===== src/rtl/ebus_pkg.sv =====
`timescale 1ns/1ps
package ebus_pkg;

   typedef enum logic [1:0] {
      SZ_BYTE = 2'd0,
      SZ_HALF = 2'd1,
      SZ_WORD = 2'd2,
      SZ_WIDE = 2'd3
   } xfer_size_e;

   typedef enum logic [1:0] {
      ST_IDLE = 2'd0,
      ST_BEAT = 2'd1,
      ST_DONE = 2'd2
   } seq_state_e;

   // number of bytes moved by one processor transfer
   function automatic logic [2:0] bytes_of(input xfer_size_e sz);
      case (sz)
         SZ_BYTE: bytes_of = 3'd1;
         SZ_HALF: bytes_of = 3'd2;
         default: bytes_of = 3'd4;
      endcase
   endfunction

endpackage


===== src/rtl/ebus_cfg_regs.sv =====
`timescale 1ns/1ps
module ebus_cfg_regs #(
   parameter int ADDR_W     = 32,
   parameter int NUM_CS     = 7,
   parameter int WAIT_W     = 4,
   parameter int IDX_W      = 3,
   parameter int SZ_W       = 6,
   parameter int BOOT_SZLOG = 16,
   parameter int BOOT_WAIT  = 2
) (
   input  logic                              clk,
   input  logic                              rst_n,
   input  logic                              we,
   input  logic [IDX_W-1:0]                  idx,
   input  logic                              en_in,
   input  logic [ADDR_W-1:0]                 base_in,
   input  logic [SZ_W-1:0]                   szlog_in,
   input  logic [WAIT_W-1:0]                 wait_in,
   input  logic                              width_we,
   input  logic                              width16_in,
   output logic [NUM_CS-1:0]                 rng_en,
   output logic [NUM_CS-1:0][ADDR_W-1:0]     rng_base,
   output logic [NUM_CS-1:0][SZ_W-1:0]       rng_szlog,
   output logic [NUM_CS-1:0][WAIT_W-1:0]     rng_wait,
   output logic                              width16
);

   for (genvar i = 0; i < NUM_CS; i++) begin : g_rng
      localparam bit IS_BOOT = (i == 0);
      always_ff @(posedge clk) begin
         if (!rst_n) begin
            rng_en[i]    <= IS_BOOT;
            rng_base[i]  <= '0;
            rng_szlog[i] <= IS_BOOT ? SZ_W'(BOOT_SZLOG) : '0;
            rng_wait[i]  <= IS_BOOT ? WAIT_W'(BOOT_WAIT) : '1;
         end else if (we && idx == IDX_W'(i)) begin
            rng_en[i]    <= en_in;
            rng_base[i]  <= base_in;
            rng_szlog[i] <= szlog_in;
            rng_wait[i]  <= wait_in;
         end
      end
   end

   always_ff @(posedge clk) begin
      if (!rst_n)        width16 <= 1'b0;
      else if (width_we) width16 <= width16_in;
   end

endmodule


===== src/rtl/ebus_decoder.sv =====
`timescale 1ns/1ps
module ebus_decoder #(
   parameter int ADDR_W = 32,
   parameter int NUM_CS = 7,
   parameter int WAIT_W = 4,
   parameter int SZ_W   = 6
) (
   input  logic [ADDR_W-1:0]             addr,
   input  logic [NUM_CS-1:0]             rng_en,
   input  logic [NUM_CS-1:0][ADDR_W-1:0] rng_base,
   input  logic [NUM_CS-1:0][SZ_W-1:0]   rng_szlog,
   input  logic [NUM_CS-1:0][WAIT_W-1:0] rng_wait,
   output logic                          hit,
   output logic [NUM_CS-1:0]             sel,
   output logic [WAIT_W-1:0]             wait_cnt
);

   logic [NUM_CS-1:0] match;

   for (genvar i = 0; i < NUM_CS; i++) begin : g_match
      logic [ADDR_W-1:0] keep;
      assign keep     = {ADDR_W{1'b1}} << rng_szlog[i];
      assign match[i] = rng_en[i] && (((addr ^ rng_base[i]) & keep) == '0);
   end

   // scan from the top so the lowest index is written last and wins
   always_comb begin
      hit      = 1'b0;
      sel      = '0;
      wait_cnt = '1;
      for (int i = NUM_CS - 1; i >= 0; i--) begin
         if (match[i]) begin
            hit      = 1'b1;
            sel      = NUM_CS'(1) << i;
            wait_cnt = rng_wait[i];
         end
      end
   end

endmodule


===== src/rtl/ebus_seq.sv =====
`timescale 1ns/1ps
module ebus_seq
   import ebus_pkg::*;
#(
   parameter int ADDR_W = 32,
   parameter int NUM_CS = 7,
   parameter int WAIT_W = 4
) (
   input  logic               clk,
   input  logic               rst_n,
   input  logic               cpu_req,
   input  logic               cpu_wr,
   input  logic [1:0]         cpu_size,
   input  logic [ADDR_W-1:0]  cpu_addr,
   input  logic [31:0]        cpu_wdata,
   output logic               cpu_ready,
   output logic [31:0]        cpu_rdata,
   input  logic               dec_hit,
   input  logic [NUM_CS-1:0]  dec_sel,
   input  logic [WAIT_W-1:0]  dec_wait,
   input  logic               width16,
   output logic [NUM_CS-1:0]  ext_cs,
   output logic               ext_rd,
   output logic               ext_wr,
   output logic [ADDR_W-1:0]  ext_addr,
   output logic [1:0]         ext_be,
   output logic [15:0]        ext_wdata,
   input  logic [15:0]        ext_rdata
);

   seq_state_e        st_q;
   logic [ADDR_W-1:0] a_q;
   logic              wr_q;
   xfer_size_e        sz_q;
   logic [31:0]       wd_q;
   logic [31:0]       rd_q;
   logic              hit_q;
   logic [NUM_CS-1:0] sel_q;
   logic [WAIT_W-1:0] wait_q;
   logic [WAIT_W-1:0] wcnt_q;
   logic              w16_q;
   logic [1:0]        beat_q;
   logic [1:0]        last_q;

   xfer_size_e        sz_in;
   logic [2:0]        nbytes;
   logic [1:0]        last_d;
   logic              act;

   assign sz_in  = xfer_size_e'(cpu_size);
   assign nbytes = bytes_of(sz_in);

   always_comb begin
      if (!dec_hit)     last_d = 2'd0;
      else if (width16) last_d = (nbytes == 3'd4) ? 2'd1 : 2'd0;
      else              last_d = 2'(nbytes - 3'd1);
   end

   always_ff @(posedge clk) begin
      if (!rst_n) begin
         st_q   <= ST_IDLE;
         a_q    <= '0;
         wr_q   <= 1'b0;
         sz_q   <= SZ_BYTE;
         wd_q   <= '0;
         rd_q   <= '0;
         hit_q  <= 1'b0;
         sel_q  <= '0;
         wait_q <= '0;
         wcnt_q <= '0;
         w16_q  <= 1'b0;
         beat_q <= '0;
         last_q <= '0;
      end else begin
         case (st_q)
            ST_IDLE: begin
               if (cpu_req) begin
                  a_q    <= cpu_addr;
                  wr_q   <= cpu_wr;
                  sz_q   <= sz_in;
                  wd_q   <= cpu_wdata;
                  rd_q   <= '0;
                  hit_q  <= dec_hit;
                  sel_q  <= dec_sel;
                  wait_q <= dec_hit ? dec_wait : '1;
                  wcnt_q <= dec_hit ? dec_wait : '1;
                  w16_q  <= width16;
                  beat_q <= '0;
                  last_q <= last_d;
                  st_q   <= ST_BEAT;
               end
            end
            ST_BEAT: begin
               if (wcnt_q != '0) begin
                  wcnt_q <= wcnt_q - 1'b1;
               end else begin
                  if (hit_q && !wr_q) begin
                     if (!w16_q)
                        rd_q[{beat_q, 3'b000} +: 8] <= ext_rdata[7:0];
                     else if (sz_q == SZ_BYTE)
                        rd_q[7:0] <= a_q[0] ? ext_rdata[15:8] : ext_rdata[7:0];
                     else
                        rd_q[{beat_q[0], 4'b0000} +: 16] <= ext_rdata;
                  end
                  if (beat_q == last_q) begin
                     st_q <= ST_DONE;
                  end else begin
                     beat_q <= beat_q + 1'b1;
                     wcnt_q <= wait_q;
                  end
               end
            end
            ST_DONE: st_q <= ST_IDLE;
            default: st_q <= ST_IDLE;
         endcase
      end
   end

   assign act       = (st_q == ST_BEAT) && hit_q;
   assign ext_cs    = act ? sel_q : '0;
   assign ext_rd    = act && !wr_q;
   assign ext_wr    = act && wr_q;
   assign ext_addr  = a_q + (w16_q ? ADDR_W'({beat_q, 1'b0}) : ADDR_W'(beat_q));
   assign cpu_ready = (st_q == ST_DONE);
   assign cpu_rdata = rd_q;

   always_comb begin
      ext_be    = 2'b00;
      ext_wdata = '0;
      if (act) begin
         if (!w16_q) begin
            ext_be    = 2'b01;
            ext_wdata = {8'h00, wd_q[{beat_q, 3'b000} +: 8]};
         end else if (sz_q == SZ_BYTE) begin
            ext_be    = a_q[0] ? 2'b10 : 2'b01;
            ext_wdata = a_q[0] ? {wd_q[7:0], 8'h00} : {8'h00, wd_q[7:0]};
         end else begin
            ext_be    = 2'b11;
            ext_wdata = wd_q[{beat_q[0], 4'b0000} +: 16];
         end
      end
   end

endmodule


===== src/rtl/ebus_csctl.sv =====
`timescale 1ns/1ps
module ebus_csctl #(
   parameter int ADDR_W     = 32,
   parameter int NUM_CS     = 7,
   parameter int WAIT_W     = 4,
   parameter int BOOT_SZLOG = 16,
   parameter int BOOT_WAIT  = 2,
   localparam int IDX_W     = (NUM_CS > 1) ? $clog2(NUM_CS) : 1,
   localparam int SZ_W      = $clog2(ADDR_W + 1)
) (
   input  logic               clk,
   input  logic               rst_n,
   input  logic               cfg_we,
   input  logic [IDX_W-1:0]   cfg_idx,
   input  logic               cfg_en,
   input  logic [ADDR_W-1:0]  cfg_base,
   input  logic [SZ_W-1:0]    cfg_szlog,
   input  logic [WAIT_W-1:0]  cfg_wait,
   input  logic               cfg_width_we,
   input  logic               cfg_width16,
   input  logic               cpu_req,
   input  logic               cpu_wr,
   input  logic [1:0]         cpu_size,
   input  logic [ADDR_W-1:0]  cpu_addr,
   input  logic [31:0]        cpu_wdata,
   output logic               cpu_ready,
   output logic [31:0]        cpu_rdata,
   output logic [NUM_CS-1:0]  ext_cs,
   output logic               ext_rd,
   output logic               ext_wr,
   output logic [ADDR_W-1:0]  ext_addr,
   output logic [1:0]         ext_be,
   output logic [15:0]        ext_wdata,
   input  logic [15:0]        ext_rdata
);

   if (NUM_CS < 1 || NUM_CS > 8) begin : g_bad_cs
      $error("ebus_csctl: NUM_CS must be 1..8");
   end
   if (ADDR_W < 8 || ADDR_W > 64) begin : g_bad_aw
      $error("ebus_csctl: ADDR_W must be 8..64");
   end
   if (WAIT_W < 1 || WAIT_W > 8) begin : g_bad_ww
      $error("ebus_csctl: WAIT_W must be 1..8");
   end
   if (BOOT_SZLOG < 0 || BOOT_SZLOG > ADDR_W) begin : g_bad_boot
      $error("ebus_csctl: BOOT_SZLOG out of range");
   end
   if (BOOT_WAIT < 0 || BOOT_WAIT >= (1 << WAIT_W)) begin : g_bad_bw
      $error("ebus_csctl: BOOT_WAIT does not fit WAIT_W");
   end

   logic [NUM_CS-1:0]             rng_en;
   logic [NUM_CS-1:0][ADDR_W-1:0] rng_base;
   logic [NUM_CS-1:0][SZ_W-1:0]   rng_szlog;
   logic [NUM_CS-1:0][WAIT_W-1:0] rng_wait;
   logic                          width16;
   logic                          dec_hit;
   logic [NUM_CS-1:0]             dec_sel;
   logic [WAIT_W-1:0]             dec_wait;

   ebus_cfg_regs #(
      .ADDR_W(ADDR_W), .NUM_CS(NUM_CS), .WAIT_W(WAIT_W), .IDX_W(IDX_W),
      .SZ_W(SZ_W), .BOOT_SZLOG(BOOT_SZLOG), .BOOT_WAIT(BOOT_WAIT)
   ) u_cfg (
      .clk(clk), .rst_n(rst_n),
      .we(cfg_we), .idx(cfg_idx), .en_in(cfg_en), .base_in(cfg_base),
      .szlog_in(cfg_szlog), .wait_in(cfg_wait),
      .width_we(cfg_width_we), .width16_in(cfg_width16),
      .rng_en(rng_en), .rng_base(rng_base), .rng_szlog(rng_szlog),
      .rng_wait(rng_wait), .width16(width16)
   );

   ebus_decoder #(
      .ADDR_W(ADDR_W), .NUM_CS(NUM_CS), .WAIT_W(WAIT_W), .SZ_W(SZ_W)
   ) u_dec (
      .addr(cpu_addr), .rng_en(rng_en), .rng_base(rng_base),
      .rng_szlog(rng_szlog), .rng_wait(rng_wait),
      .hit(dec_hit), .sel(dec_sel), .wait_cnt(dec_wait)
   );

   ebus_seq #(
      .ADDR_W(ADDR_W), .NUM_CS(NUM_CS), .WAIT_W(WAIT_W)
   ) u_seq (
      .clk(clk), .rst_n(rst_n),
      .cpu_req(cpu_req), .cpu_wr(cpu_wr), .cpu_size(cpu_size),
      .cpu_addr(cpu_addr), .cpu_wdata(cpu_wdata),
      .cpu_ready(cpu_ready), .cpu_rdata(cpu_rdata),
      .dec_hit(dec_hit), .dec_sel(dec_sel), .dec_wait(dec_wait),
      .width16(width16),
      .ext_cs(ext_cs), .ext_rd(ext_rd), .ext_wr(ext_wr),
      .ext_addr(ext_addr), .ext_be(ext_be), .ext_wdata(ext_wdata),
      .ext_rdata(ext_rdata)
   );

endmodule


===== config.mk =====
export PLATFORM = sky130hd
export DESIGN_NAME = ebus_csctl
export DESIGN_NICKNAME = d
export VERILOG_FILES = /design/src/rtl/ebus_pkg.sv /design/src/rtl/ebus_cfg_regs.sv /design/src/rtl/ebus_decoder.sv /design/src/rtl/ebus_seq.sv /design/src/rtl/ebus_csctl.sv
export SDC_FILE = /design/constraint.sdc
export NUM_CORES = 1
export LEC_CHECK = 0
export CORE_ASPECT_RATIO = 0.6
export CORE_UTILIZATION = 40
export CTS_BUF_LIST = sky130_fd_sc_hd__clkbuf_16
export CTS_CLUSTER_SIZE = 10
export DETAILED_ROUTE_END_ITERATION = 10
export PLACE_DENSITY = 0.64
export SYNTH_ARGS = -nofsm -noshare
export SYNTH_HDL_FRONTEND = slang
export SYNTH_SLANG_ARGS = --single-unit

===== constraint.sdc =====
create_clock -name clk -period 3.3 [get_ports clk]
set_input_delay 0.66 -clock clk [delete_from_list [all_inputs] [get_ports clk]]
set_output_delay 0.66 -clock clk [all_outputs]
set_load 0.05 [all_outputs]

==> flow_metrics.py <==
metrics = {
    "status": {
        "status": "complete, but fails checks",
        "violations": "setup timing",
    },
    "floorplanning": {
        "boundaryPins": 227,
        "rows": 66,
        "die_x_um": 307.4,
        "die_area_mm2": 0.05694,
        "core_mm2": 0.05475,
        "start_util": 0.4089,
        "die_h_um": 185.2,
    },
    "clock_network": {
        "cts_tree": "built",
        "max-clock-path-buffers": 3,
        "cts.clk_slew.worst_paths_ps": 60,
        "htree_levels": 2,
        "cts_root_buf": "clkbuf_16",
        "clkLatencyLatePin_ps": 590,
        "clock-sinks": 424,
        "cts_buffers": 48,
    },
    "timing": {
        "grt_setup_unrepaired": "true",
        "max_clock_freq_ghz": 0.2812,
        "skew_ps": 19.41,
        "relSlewSlack": 0.3049,
        "tightest_slew_ps": 1035,
        "post-route-period-util": 1.078,
        "setup_ws_ps": -256.6,
        "fin_crit_ps": 3557,
        "fin_tns_setup_ps": -3987,
        "finalMaxSlewViolations": 0,
        "hold_viol_final": 0,
        "setup_viol": 22,
    },
    "global_route": {
        "grt_pass1_vias": 21049,
        "grt_overflow": 0,
        "grt_max_degree": 119,
        "grt_usage": 0.3259,
        "antenna_found_initial": 2,
        "grt_pass1_wl_um": 138100,
    },
    "synthesis": {
        "ys_seq_elements": 424,
        "synth_sequential_area_ratio": 0.3792,
        "synth_fp_nets": 2995,
        "avgSynthCellArea_um2": 7.854,
        "synth-edff-count": 0,
        "netlist_instances": 2850,
        "synth-compound-area-share": 0.2369,
        "synth_top_family_by_area": "compound AO/OA/AOI/OAI gates",
        "synth.area.mux_share": 0.01297,
        "netlist_area_mm2": 0.02239,
        "yosys.cell_types.count": 80,
        "synth_warnings": 0,
        "synth_top_area_share": 0.3792,
        "synthTopCellsByArea": "dfxtp_1, nand2_1, a21boi_0",
        "ys.flop_type": "dfxtp_1",
        "async_flop_share": 0,
        "synth-simple-area-share": 0.2140,
        "yosysTopAreaCell": "dfxtp_1",
        "synthAdderAreaFrac": 0.007266,
        "synth-xor-area-share": 0.1012,
    },
    "cells_and_area": {
        "n_antenna_cell": 0,
        "areaGrowthSynthToFinish_pct": 31.66,
        "regArea_mm2": 0.008501,
        "nets": 3328,
        "multi_input_area_mm2": 0.01346,
        "drive_gt1_frac": 0.1582,
        "fillCellCount": 5060,
    },
    "place": {
        "io_buffer_count": 226,
        "place_ws_ps": -877.0,
        "hpwl_um": 68200,
        "place.gp.congestion": 1.011,
    },
    "min_path": {
        "hold_depth": 2,
        "min_path_type": "reg -> reg",
    },
    "routing": {
        "routedWlPerCell_um": 24.10,
        "dr.pass1.iters": 6,
        "drt_iter0_markers": 2723,
        "drc": 0,
        "antenna_left": 0,
        "wirelength_um": 94800,
        "vias": 22358,
        "routed_via_density": 5.683,
    },
    "worst_setup_path": {
        "startpoint_type": "register",
        "cp-end-kind": "output port",
        "critPathBufInv": 4,
        "cp_data_arrival_time_ps": 2900,
        "cp_num_cells": 14,
        "crit_type": "reg -> out",
        "r2r_cells": 12,
        "cp_slowest_stage_delay_ps": 370,
        "worstPathRequired_ps": 2640,
        "crit_path_top_delay_cell": "dfxtp_4",
        "crit_family": "simple AND/OR/NAND/NOR gates",
        "worstPathMaxFanout": 5,
        "crit_chain": "nand2_2 > o21a_1 > inv_1 > ha_1 > a21o_1 > a21oi_4 > nor2_4 > and3_4 > and3_4 > inv_2 > nor2_4 > buf_6 > xor2_4 > buf_12",
    },
    "pwr": {
        "power_density_mw_per_mm2": 419.9,
        "peakVddDrop_mv": 0.3153,
        "p_leak_nw": 11.11,
    },
    "run": {
        "drv_cap": 0,
    },
}
## per-layer routing
metal  vias to the layer above  share of wire  track usage  wire length [um]
met5                         -              0            0                 0
met4                         0          0.018      0.06308              1725
met3                       121           0.11      0.07712              9974
met2                      1035           0.41       0.4611             38400
met1                     10913           0.47       0.4941             44700
li1                      10289              -            -                 -
## per-stage QoR
step	instance area (um^2)	instances	hold WS (ps)	total power, mW	util
floorplan	22590	2850	426.5	6.635	-
global placement	27720	3869	448.0	7.648	0.5063
detailed placement	27720	3869	455.0	7.677	0.5063
CTS	29230	3930	463.0	12.38	0.5339
global route	29470	3934	490.6	12.78	0.5383
finish	29470	3934	463.5	12.38	0.5383
## placed cells by master (no fill, tap or decap), drive strengths merged, types with 4 or more instances in the layout
cell,synthesis,layout
a2111oi,4,4
a211oi,33,33
a21boi,356,356
a21o,4,4
a21oi,89,89
a221oi,6,6
a22o,6,6
a22oi,43,43
a311o,4,4
a31oi,18,18
a41oi,8,8
and2,22,22
and3,25,25
buf,67,342
clkbuf,158,49
clkdlybuf4s50,0,165
dfxtp,424,424
ha,9,9
inv,32,34
mux2i,11,11
mux4,8,8
nand2,838,838
nand2b,24,24
nand3,72,72
nand4,24,24
nor2,75,75
nor2b,10,10
nor3,24,24
nor3b,5,5
nor4,9,9
o211a,16,16
o211ai,19,19
o21a,8,8
o21ai,67,67
o22ai,9,9
o311ai,7,7
o31ai,7,7
or2,8,8
xnor2,93,93
xor2,163,163
## cell type report
cell class | count | share of cell area
inverter | 32 | 0.004160
sequential | 424 | 0.2884
timing repair buffer | 508 | 0.1770
tap | 748 | 0.03175
multi-input combinational | 2169 | 0.4566
clock inverter | 4 | 0.0005094
clock buffer | 49 | 0.04160
## report_power, final
group	internal, mW	switching, mW
registers	5.30	0.193
logic	0.890	1.26
clock network	2.59	2.14
total	8.79	3.59
## registers in the layout, summed over array words and instances (netlist names), 7 cells and up
register         flops
u_seq.sel_q          7
u_cfg.rng_base     224
u_cfg.rng_en         7
u_seq.cpu_rdata     32
u_seq.wd_q          32
u_cfg.rng_wait      28
u_seq.a_q           32
u_cfg.rng_szlog     42
## kinds of logic (layout without fill, tap and decap cells)
kind of cell | Yosys count | after routing
buffers and inverters | 257 | 593
AND/OR/NAND/NOR | 1144 | 1144
multiplexers | 19 | 19
AO/OA/AOI/OAI | 737 | 737
adder cells (fa/ha/maj) | 13 | 13
XOR/XNOR | 256 | 256
flip-flops | 424 | 424
## tightest hold or removal path: stages, from the launching register on
cell,delay (ps)
dfxtp_1,310
nand2_1,40
a21boi_0,60
## final timing paths
path	endpoint	start	slack, ps
worst max-delay path	ext_addr[27]	u_seq.w16_q	-260
worst max register to register	u_seq.wait_q[2]	u_cfg.rng_szlog[0]	100
worst min register to register	u_cfg.rng_szlog[17]	u_cfg.rng_szlog[17]	460
worst min-delay path	u_cfg.rng_szlog[17]	u_cfg.rng_szlog[17]	460
## synthesized netlist by cell type, drive strengths merged, types with 25 or more instances
master / number
xor2: 163
a22oi: 43
nand2: 838
o21ai: 67
a21oi: 89
inv: 32
xnor2: 93
a211oi: 33
nor2: 75
and3: 25
clkbuf: 158
dfxtp: 424
buf: 67
a21boi: 356
nand3: 72
## timing repair
action | CTS | global route
pin swaps | 17 | 21
buffers inserted | 9 | 4
hold endpoints to repair | 0 | 0
hold buffers | 0 | 0
endpoints found under the setup margin | 40 | 49
gates resized for setup | 48 | 38
Note: power is estimated with default switching activity, not from simulation.
